## config.mk

```make
export PLATFORM = sky130hd
export DESIGN_NAME = ext_irq_resolver
export DESIGN_NICKNAME = d
export VERILOG_FILES = /design/src/rtl/eipr_pkg.sv /design/src/rtl/eipr_regs.sv /design/src/rtl/eipr_arbiter.sv /design/src/rtl/eipr_gate.sv /design/src/rtl/ext_irq_resolver.sv
export SDC_FILE = /design/constraint.sdc
export NUM_CORES = 1
export LEC_CHECK = 0
export BUFFER_PORTS_ARGS = -buffer_cell sky130_fd_sc_hd__buf_4
export CAP_MARGIN = 20
export CORE_MARGIN = 3
export CORE_UTILIZATION = 44
export CTS_CLUSTER_SIZE = 8
export DETAILED_ROUTE_END_ITERATION = 16
export PLACE_DENSITY_LB_ADDON = 0.05
export RECOVER_POWER = 25
export SLEW_MARGIN = 20
export SYNTH_ARGS = -nofsm -noshare
export SYNTH_HDL_FRONTEND = slang
export SYNTH_SLANG_ARGS = --single-unit
```

## constraint.sdc

```tcl
create_clock -name clk -period 95.2 [get_ports clk]
set_input_delay 14.28 -clock clk [delete_from_list [all_inputs] [get_ports clk]]
set_output_delay 14.28 -clock clk [all_outputs]
set_load 0.02 [all_outputs]
```

## src/rtl/eipr_pkg.sv

```systemverilog
`timescale 1ns/1ps
// Package: shared widths, register addresses and the ordering helper for the
// external interrupt priority resolver. Assumes at most 31 sources.
package eipr_pkg;
    localparam int PRIO_W = 4;
    localparam int ID_W   = 8;
    localparam int BASE_W = 22;
    localparam int DATA_W = 32;
    localparam int ADDR_W = 7;

    localparam logic [ADDR_W-1:0] A_PEND = 7'h40;
    localparam logic [ADDR_W-1:0] A_CFG  = 7'h41;
    localparam logic [ADDR_W-1:0] A_THR  = 7'h42;
    localparam logic [ADDR_W-1:0] A_CUR  = 7'h43;
    localparam logic [ADDR_W-1:0] A_CLPL = 7'h44;
    localparam logic [ADDR_W-1:0] A_BASE = 7'h45;
    localparam logic [ADDR_W-1:0] A_CAPT = 7'h46;

    typedef logic [PRIO_W-1:0] prio_t;

    // Map a raw level onto a scale where a larger value is always more urgent.
    function automatic prio_t eff_of(prio_t p, logic rev);
        return rev ? ~p : p;
    endfunction
endpackage

```

## src/rtl/eipr_regs.sv

```systemverilog
`timescale 1ns/1ps
// Module: register file and read mux. Holds the per-source priority and enable
// fields, the control registers and the captured claim ID.
// Assumes NUM_SRC <= 31; bank is selected by address bits [6:5].
module eipr_regs
    import eipr_pkg::*;
#(
    parameter int NUM_SRC = 31
) (
    input  logic                  clk,
    input  logic                  rst_n,
    input  logic                  bus_wr,
    input  logic [ADDR_W-1:0]     bus_addr,
    input  logic [DATA_W-1:0]     bus_wdata,
    input  logic [NUM_SRC:0]      pend_in,
    input  logic [ID_W-1:0]       cap_id,
    output prio_t [NUM_SRC:0]     prio,
    output logic [NUM_SRC:0]      en,
    output logic                  rev,
    output prio_t                 thr,
    output prio_t                 cur,
    output logic [DATA_W-1:0]     bus_rdata
);
    localparam int IDX_W = 5;

    logic [IDX_W-1:0]  idx;
    logic [1:0]        bank;
    prio_t             clpl;
    logic [BASE_W-1:0] base;
    logic [ID_W-1:0]   claim_id;
    logic              cap_wr;

    assign idx    = bus_addr[IDX_W-1:0];
    assign bank   = bus_addr[ADDR_W-1:IDX_W];
    assign cap_wr = bus_wr && (bus_addr == A_CAPT);

    assign prio[0] = '0;
    assign en[0]   = 1'b0;

    for (genvar n = 1; n <= NUM_SRC; n++) begin : g_src
        // Per-source priority and enable storage.
        always_ff @(posedge clk) begin
            if (!rst_n) begin
                prio[n] <= '0;
                en[n]   <= 1'b0;
            end else if (bus_wr && idx == IDX_W'(n)) begin
                if (bank == 2'd0) prio[n] <= bus_wdata[PRIO_W-1:0];
                if (bank == 2'd1) en[n]   <= bus_wdata[0];
            end
        end
    end

    // Control registers: order select, threshold, levels, vector base.
    always_ff @(posedge clk) begin
        if (!rst_n) begin
            rev  <= 1'b0;
            thr  <= '0;
            cur  <= '0;
            clpl <= '0;
            base <= '0;
        end else if (bus_wr) begin
            case (bus_addr)
                A_CFG:   rev  <= bus_wdata[0];
                A_THR:   thr  <= bus_wdata[PRIO_W-1:0];
                A_CUR:   cur  <= bus_wdata[PRIO_W-1:0];
                A_CLPL:  clpl <= bus_wdata[PRIO_W-1:0];
                A_BASE:  base <= bus_wdata[DATA_W-1:DATA_W-BASE_W];
                default: ;
            endcase
        end
    end

    // Claim ID latch, updated only by a capture write.
    always_ff @(posedge clk) begin
        if (!rst_n)      claim_id <= '0;
        else if (cap_wr) claim_id <= cap_id;
    end

    // Combinational read mux.
    always_comb begin
        bus_rdata = '0;
        if (bank == 2'd0 && int'(idx) >= 1 && int'(idx) <= NUM_SRC)
            bus_rdata[PRIO_W-1:0] = prio[idx];
        else if (bank == 2'd1 && int'(idx) >= 1 && int'(idx) <= NUM_SRC)
            bus_rdata[0] = en[idx];
        else begin
            case (bus_addr)
                A_PEND:  bus_rdata[NUM_SRC:0] = pend_in & ~(NUM_SRC+1)'(1);
                A_CFG:   bus_rdata[0] = rev;
                A_THR:   bus_rdata[PRIO_W-1:0] = thr;
                A_CUR:   bus_rdata[PRIO_W-1:0] = cur;
                A_CLPL:  bus_rdata[PRIO_W-1:0] = clpl;
                A_BASE:  bus_rdata[DATA_W-1:DATA_W-BASE_W] = base;
                A_CAPT:  bus_rdata = {base, claim_id, 2'b00};
                default: bus_rdata = '0;
            endcase
        end
    end

    // the captured ID never names a source that does not exist.
    assert_claim_range_R9: assert property (@(posedge clk) disable iff (!rst_n)
        claim_id <= ID_W'(NUM_SRC));
    // without a capture write the claim ID holds its value.
    assert_claim_hold_R9: assert property (@(posedge clk) disable iff (!rst_n)
        !cap_wr |=> $stable(claim_id));
endmodule

```

## src/rtl/eipr_arbiter.sv

```systemverilog
`timescale 1ns/1ps
// Module: finds the pending, enabled source with the highest effective
// priority. Ties go to the lowest ID; effective priority 0 never wins.
// Assumes en[0] is tied low, so slot 0 is never a candidate.
module eipr_arbiter
    import eipr_pkg::*;
#(
    parameter int NUM_SRC = 31
) (
    input  prio_t [NUM_SRC:0] prio,
    input  logic  [NUM_SRC:0] pend,
    input  logic  [NUM_SRC:0] en,
    input  logic              rev,
    output logic  [ID_W-1:0]  win_id,
    output prio_t             win_eff
);
    prio_t [NUM_SRC:0] eff;

    for (genvar n = 0; n <= NUM_SRC; n++) begin : g_eff
        assign eff[n] = (pend[n] && en[n]) ? eff_of(prio[n], rev) : '0;
    end

    // Ascending scan; a strict compare keeps the lowest ID on a tie.
    always_comb begin
        win_eff = '0;
        win_id  = '0;
        for (int n = 0; n <= NUM_SRC; n++) begin
            if (eff[n] > win_eff) begin
                win_eff = eff[n];
                win_id  = ID_W'(n);
            end
        end
    end
endmodule

```

## src/rtl/eipr_gate.sv

```systemverilog
`timescale 1ns/1ps
// Module: compares the winner against threshold and current level in the
// selected order; drives the registered request and the capture ID.
// Assumes the arbiter reports effective priority 0 when there is no winner.
module eipr_gate
    import eipr_pkg::*;
(
    input  logic            clk,
    input  logic            rst_n,
    input  logic [ID_W-1:0] win_id,
    input  prio_t           win_eff,
    input  prio_t           thr,
    input  prio_t           cur,
    input  logic            rev,
    output logic [ID_W-1:0] req_id,
    output logic            irq_o
);
    logic fire;

    assign fire   = (win_eff > eff_of(thr, rev)) && (win_eff > eff_of(cur, rev));
    assign req_id = fire ? win_id : '0;

    // Request register toward the core.
    always_ff @(posedge clk) begin
        if (!rst_n) irq_o <= 1'b0;
        else        irq_o <= fire;
    end

    // a request implies the winner beat the current level one cycle earlier.
    assert_irq_above_cur_R7: assert property (@(posedge clk) disable iff (!rst_n)
        irq_o |-> $past(win_eff > eff_of(cur, rev)));
endmodule

```

## src/rtl/ext_irq_resolver.sv

```systemverilog
`timescale 1ns/1ps
// Module: top of the external interrupt priority resolver. Connects the
// register file, the arbiter and the request gate.
// Assumes NUM_SRC <= 31 and a single-cycle register bus.
module ext_irq_resolver
    import eipr_pkg::*;
#(
    parameter int NUM_SRC = 31
) (
    input  logic              clk,
    input  logic              rst_n,
    input  logic [NUM_SRC:0]  pend_in,
    input  logic              bus_wr,
    input  logic [6:0]        bus_addr,
    input  logic [31:0]       bus_wdata,
    output logic [31:0]       bus_rdata,
    output logic              irq_o
);
    localparam int IDX_W = $clog2(NUM_SRC + 1);

    prio_t [NUM_SRC:0] prio;
    logic  [NUM_SRC:0] en;
    logic              rev;
    prio_t             thr;
    prio_t             cur;
    logic [ID_W-1:0]   win_id;
    prio_t             win_eff;
    logic [ID_W-1:0]   req_id;

    eipr_regs #(.NUM_SRC(NUM_SRC)) u_regs (
        .clk(clk), .rst_n(rst_n), .bus_wr(bus_wr), .bus_addr(bus_addr),
        .bus_wdata(bus_wdata), .pend_in(pend_in), .cap_id(req_id),
        .prio(prio), .en(en), .rev(rev), .thr(thr), .cur(cur),
        .bus_rdata(bus_rdata)
    );

    eipr_arbiter #(.NUM_SRC(NUM_SRC)) u_arb (
        .prio(prio), .pend(pend_in), .en(en), .rev(rev),
        .win_id(win_id), .win_eff(win_eff)
    );

    eipr_gate u_gate (
        .clk(clk), .rst_n(rst_n), .win_id(win_id), .win_eff(win_eff),
        .thr(thr), .cur(cur), .rev(rev), .req_id(req_id), .irq_o(irq_o)
    );

    // a named winner is always pending and enabled.
    assert_win_enabled_R12: assert property (@(posedge clk) disable iff (!rst_n)
        (win_id != '0) |-> (pend_in[win_id[IDX_W-1:0]] && en[win_id[IDX_W-1:0]]));
    // a request implies the winner beat the threshold one cycle earlier.
    assert_irq_above_thr_R7: assert property (@(posedge clk) disable iff (!rst_n)
        irq_o |-> $past(win_eff > eff_of(thr, rev)));
    // a masked level never produces a request.
    assert_masked_quiet_R8: assert property (@(posedge clk) disable iff (!rst_n)
        irq_o |-> $past(prio[win_id[IDX_W-1:0]] != (rev ? 4'hF : 4'h0)));
endmodule

```

== Yosys cells after proc, flatten, opt, wreduce, memory -nomap -nowiden ==
Cells that the tools add are included.
Storage, ports and cells
  word-level logic and storage cells: 450
  input bits: 74
  output and inout port bits: 33
  flip-flop bits (word level): 199
Operators by class
  reduce and logical (&&, ||, !) cells: 135
  eq/ne operators: 39
  muxes and demuxes: 139
  order comparisons: 35
  bitwise logic cells: 33
Operator list (number)
  4-bit 2-to-1 mux: 105
  2-bit AND reduction: 67
  4-bit inverter: 33
  4-bit greater-than comparator: 32
  5-bit 2-to-1 mux: 17
  5-bit == test (second input constant): 16
  1-bit logical AND: 66
  7-bit == test (second input constant): 7
  22-bit case mux with 2 select lines: 1
  5-bit by 4-bit == test with 1-bit output (second input constant): 8
  31-bit 2-to-1 mux: 1
  28-bit 2-to-1 mux: 1
  4-bit binary-select mux with 5-bit select: 1
  5-bit by 3-bit == test with 1-bit output (second input constant): 4
  3-bit case mux with 5 select lines: 1
  3-bit 2-to-1 mux: 4
  6-bit case mux with 2 select lines: 1
  5-bit by 2-bit == test with 1-bit output (second input constant): 2
  5-bit by 6-bit < comparator with 1-bit output (second input constant): 1
  1-bit binary-select mux with 5-bit select: 1
  5-bit by 1-bit == test with 1-bit output (second input constant): 1
  5-bit by 1-bit >= comparator with 1-bit output (second input constant): 1
  4-bit by 1-bit greater-than comparator with 1-bit output (second input constant): 1
  2-bit 2-to-1 mux: 2
  5 further kinds: 7

== Depth between registers and ports, before layout ==
  word-level depth: 68
  gate-level depth with buffers: 277
  gate-level depth less buffers: 266

== Cells and area by module ==
Synthesis repeated with hierarchy kept, for this count alone.
Unflattened totals
  cells, all modules: 2415
  area, all modules: 18453.9 um^2
By module, submodules not included
  eipr_regs: times used 1, cells each 1112, area each 9759.4 um^2, sequential area each 3963.8 um^2
  eipr_arbiter: times used 1, cells each 1263, area each 8359.3 um^2, sequential area each 0.0 um^2
  eipr_gate: times used 1, cells each 40, area each 335.3 um^2, sequential area each 20.0 um^2

== Worst setup path after synthesis ==
Ideal clock, no wire load.
  kind: input port to flip-flop
  from: input port pend_in[1]
  to: register u_regs.claim_id[3]
  slack: 35166 ps
  arrival time: 59956 ps
  stages on the path: 247
  path buffers: 6
  data required time: 95122 ps
  library setup time: 78 ps
  cell sequence: nand2_1 -> nor2_1 -> inv_1 -> ha_1 -> and4_1 -> or3_1 -> a21oi_2 -> nor2_1 -> ha_1 -> a211oi_1 -> nand2_1 -> nand2_1 -> nor2_1 -> a21oi_1 -> inv_1 -> ha_1 -> nor2b_1 -> o211ai_1 -> [... 211 more ...] -> a21oi_1 -> nor2_1 -> mux2i_1 -> nand3_2 -> mux2_2 -> ha_1 -> or2_2 -> a2111o_1 -> nand3_2 -> mux2i_1 -> ha_1 -> nand3_1 -> o22ai_1 -> o21ai_0 -> nand2_1 -> a31oi_1 -> nand3_1 -> a32oi_1
Between the ends
  longest elaborated chain between the ends: 67
  elaborated cells on any way between the ends: 92
  classes of those cells: order compare (33); mux (57); reduce/logical (2)
Ends and longest elaborated chain
  start, declared: RTL line ext_irq_resolver.sv:12  | input logic [NUM_SRC:0] pend_in,
  1-bit logical AND *: RTL line eipr_arbiter.sv:20  | assign eff[n] = (pend[n] && en[n]) ? eff_of(prio[n], rev) : '0;
  4-bit 2-to-1 mux *: RTL line eipr_arbiter.sv:20
  4-bit by 1-bit greater-than comparator with 1-bit output: RTL line eipr_arbiter.sv:28  | if (eff[n] > win_eff) begin
  4-bit 2-to-1 mux *: RTL line eipr_arbiter.sv:28
  4-bit greater-than comparator: RTL line eipr_arbiter.sv:28
  4-bit 2-to-1 mux *: RTL line eipr_arbiter.sv:28
  4-bit greater-than comparator: RTL line eipr_arbiter.sv:28
  4-bit 2-to-1 mux *: RTL line eipr_arbiter.sv:28
  [... 51 more ...]
  4-bit 2-to-1 mux: RTL line eipr_arbiter.sv:28
  4-bit greater-than comparator: RTL line eipr_arbiter.sv:28
  4-bit 2-to-1 mux: RTL line eipr_arbiter.sv:28
  4-bit greater-than comparator: RTL line eipr_arbiter.sv:28
  4-bit 2-to-1 mux: RTL line eipr_arbiter.sv:28
  4-bit greater-than comparator: RTL line eipr_gate.sv:20  | assign fire = (win_eff > eff_of(thr, rev)) && (win_eff > eff_of(cur, rev));
  1-bit logical AND: RTL line eipr_gate.sv:20
  5-bit 2-to-1 mux *: RTL line eipr_gate.sv:21  | assign req_id = fire ? win_id : '0;
  end signal, assigned: RTL line eipr_regs.sv:76  | else if (cap_wr) claim_id <= cap_id;
  end, declared: RTL line eipr_regs.sv:30  | logic [ID_W-1:0] claim_id;
Mark *: on every way between the ends. The rest lies on a longest branch, timed or not.
A chain may end at the register's enable or synchronous reset.

== Worst setup path in the final report ==
Same ends and word-level chain as after synthesis.

==> impl_metrics.env <==
export IMPL_drt_iter0_drc=1237
export IMPL_rows=73
export IMPL_rsz0062_at_grt="false"
export IMPL_pin_count=107
export IMPL_r2r_start="u_regs.rev"
export IMPL_outcome="complete, but fails checks"
export IMPL_synth_edf_count=0
export IMPL_grt_pass1_vias=16690
export IMPL_min_period_ns=67.94
export IMPL_cts_tree="yes"
export IMPL_cts_htree_levels=4
export IMPL_die_area_um2=43890
export IMPL_ctsHoldBuffers=0
export IMPL_ys_seq_area_share_pct=21.53
export IMPL_yosys_register_bits=196
export IMPL_relSlewSlack_pct=-142.6
export IMPL_fin_crit_sh_pct=71.37
export IMPL_yosysTopAreaCell="dfxtp_1"
export IMPL_min_from="u_regs.claim_id[0]"
export IMPL_ctsResizeCount=0
export IMPL_worstPathRequired_ns=95.58
export IMPL_dr_total_vias=17600
export IMPL_crit_path_start_kind="input pin"
export IMPL_synth_cell_types=116
export IMPL_finalPower_uw=172.4
export IMPL_p_leak_uw=0.007416
export IMPL_finalHoldViolations=0
export IMPL_cap_violations=1
export IMPL_setup_viol=0
export IMPL_cp_common_cell="ha_1"
export IMPL_instances_no_fill=2935
export IMPL_dieWidth_um=209.5
export IMPL_portBuffers=99
export IMPL_routedWlPerCell_um=19.78
export IMPL_tightest_slew_ns=3.639
export IMPL_final_core_util_pct=49.27
export IMPL_syn_area_um2=18220
export IMPL_hold_class="register to register"
export IMPL_crit_type="input pin to register"
export IMPL_fin_nets=2552
export IMPL_r2r_end="u_regs.claim_id[3]"
export IMPL_drive_gt1_share_pct=11.42
export IMPL_fin_tns_setup_ns=0
export IMPL_synth_top_area_share_pct=21.53
export IMPL_grt_max_degree=101
export IMPL_maxSlewViolCount=48
export IMPL_drt_antenna_violating_nets=0
export IMPL_cp_slowest_cell="nor4b_2"
export IMPL_area_growth_pct=8.898
export IMPL_cellPowerDensity_nw_per_um2=8.686
export IMPL_skew_ns=0.01310
export IMPL_worst_path_largest_cell_delay_ns=0.86
export IMPL_clk_pin_slew_ns=0.07
export IMPL_hold_path_depth=2
export IMPL_place_congestion=0.8890
export IMPL_antenna_found_initial=4
export IMPL_peakVddDrop_v=0.00001214
export IMPL_core_um2=40280
export IMPL_cts_sinks=196
export IMPL_synth_cells=2395
export IMPL_crit_fanout=12
export IMPL_synth_nets=2551
export IMPL_synth_ff_type="dfxtp_1"
export IMPL_fmax_mhz=14.72
export IMPL_regToRegSetupSlack_ns=40.18
export IMPL_firstDrtPassIters=5
export IMPL_synth_area_leaders="dfxtp_1 22%, nand2_1 7.8%, a21boi_0 6.9%"
export IMPL_async_reset_ff_share_pct=0
export IMPL_arrival_ns=68.32
export IMPL_hold_ws_ns=0.4657
export IMPL_overflow=0
export IMPL_post_cts_buffers=0
export IMPL_violations="max-capacitance violations, max-slew violations"
export IMPL_grt_util_all_layers_pct=25.68
export IMPL_ys_warn_count=0
export IMPL_initial_core_util_pct=45.24
export IMPL_drc=0
export IMPL_place_inst=2902
export IMPL_hpwl_um=43320
export IMPL_totalWireLength_um=58070
export IMPL_hold_end="u_regs.claim_id[0]"
export IMPL_die_h_um=209.5
export IMPL_rr_worst_depth=240
export IMPL_viasPerCell=5.997
export IMPL_cts_buffer_depth=2
export IMPL_clk_latency_ns=0.46
export IMPL_avgSynthCellArea_um2=7.609
export IMPL_worst_setup_path_end_kind="register"
export IMPL_grt_pass1_wl_um=91440
export IMPL_cts_root_buf="clkbuf_16"
export IMPL_cts_made_buffers=17
-- cell type report --
class / instances / area, µm²
timing repair buffer: 116 / 852.1
fill: 3964 / 20440
tap: 525 / 656.9
multi-input combinational: 2010 / 13600
inverter: 55 / 206.4
clock buffer: 23 / 509.2
antenna: 1 / 2.502
clock inverter: 9 / 91.34
sequential: 196 / 3928
-- metrics by stage --
step                      area [µm²]  setup WS [ns]
after floorplan                18220          35.17
after global placement         19260          28.21
after detailed placement       19260          27.55
after CTS                      19870          27.80
after global routing           19840          22.49
final                          19840          27.26
-- logic make-up after synthesis --
| logic type | count (synthesis) | share of synthesized area, % |
|---|---|---|
| AO/OA/AOI/OAI | 651 | 25.85 |
| XOR/XNOR | 140 | 6.770 |
| adder cells (fa/ha/maj) | 85 | 5.795 |
| buffers and inverters | 189 | 3.996 |
| flip-flops | 196 | 21.53 |
| multiplexers | 126 | 10.21 |
| AND/OR/NAND/NOR | 1008 | 25.84 |
-- worst max-delay path: cells and delay by family --
kind                     cells  cell delay, ns
multiplexers                16            5.16
AND/OR/NAND/NOR             73           12.44
buffers and inverters       11            0.94
adder cells (fa/ha/maj)     34           11.48
AO/OA/AOI/OAI              107           23.89
-- synth_stat cells, types with 11 or more instances --
cell type and number:
nand2b_1 13, clkbuf_1 110, a211oi_1 12, dfxtp_1 196, buf_1 18, nor3_1 30
o211ai_1 19, and2_1 19, xnor2_1 75, and3_1 22, xor2_1 64, nand2_1 380
a31oi_1 17, a21oi_1 78, mux2_2 13, a21boi_0 167, inv_1 54, nand3_1 200
nor2_1 188, o21ai_0 127, nor2b_1 78, o31ai_1 11, a22o_1 29, a22oi_1 15
mux4_2 43, ha_1 82, mux2i_1 62, o21a_1 23, nand4_1 13
-- flip-flops by register name, summed over array words and instances, names as in the netlist --
| register | count |
|---|---|
| u_regs.prio | 124 |
| u_regs.clpl | 4 |
| u_regs.rev | 1 |
| u_regs.claim_id | 5 |
| u_regs.thr | 4 |
| u_regs.base | 22 |
| u_regs.cur | 4 |
| u_gate.irq_o | 1 |
| u_regs.en | 31 |
-- worst max-delay path by stage --
| stage | startpoint | to | slack (ns) |
|---|---|---|---|
| after floorplan | pend_in[1] | u_regs.claim_id[3] | 35.17 |
| after global routing | pend_in[1] | u_regs.claim_id[3] | 22.49 |
| after global placement | pend_in[1] | u_regs.claim_id[3] | 28.21 |
| after detailed placement | pend_in[1] | u_regs.claim_id[3] | 27.55 |
| final | pend_in[1] | u_regs.claim_id[3] | 27.26 |
| after CTS | pend_in[1] | u_regs.claim_id[3] | 27.80 |
-- report_power, final --
part           internal, µW  switching [µW]  total (µW)  leakage, µW
registers              82.1           0.229        82.3      0.00158
logic                  4.93            8.96        13.9      0.00554
clock network          40.8            35.4        76.2     0.000301
-- cells in the final DEF (no fill, tap or decap), types with 12 or more instances in the layout --
| cell | Yosys | final |
|---|---|---|
| clkbuf_16 | 0 | 18 |
| ha_1 | 82 | 82 |
| xor2_1 | 64 | 64 |
| a21oi_1 | 78 | 78 |
| inv_1 | 54 | 54 |
| nand2_1 | 380 | 380 |
| nand3_1 | 200 | 200 |
| a21boi_0 | 167 | 167 |
| o211ai_1 | 19 | 19 |
| a22oi_1 | 15 | 15 |
| o21a_1 | 23 | 23 |
| dfxtp_1 | 196 | 195 |
| mux4_2 | 43 | 43 |
| a22o_1 | 29 | 29 |
| nor2_1 | 188 | 185 |
| a31oi_1 | 17 | 17 |
| nand4_1 | 13 | 13 |
| a211oi_1 | 12 | 12 |
| nor2b_1 | 78 | 78 |
| nor3_1 | 30 | 26 |
| mux2i_1 | 62 | 62 |
| and3_1 | 22 | 22 |
| mux2_2 | 13 | 13 |
| xnor2_1 | 75 | 75 |
| nand2b_1 | 13 | 13 |
| buf_4 | 2 | 111 |
| o21ai_0 | 127 | 127 |
| and2_1 | 19 | 18 |
-- per-layer routing --
metal	GRT usage (%)	vias up	wire length, µm
li1	-	8667	-
met1	36.55	8379	27590
met2	40.82	491	25870
met3	4.649	57	3668
met4	5.358	6	910
met5	0	-	34
(Power assumes the default switching activity.)
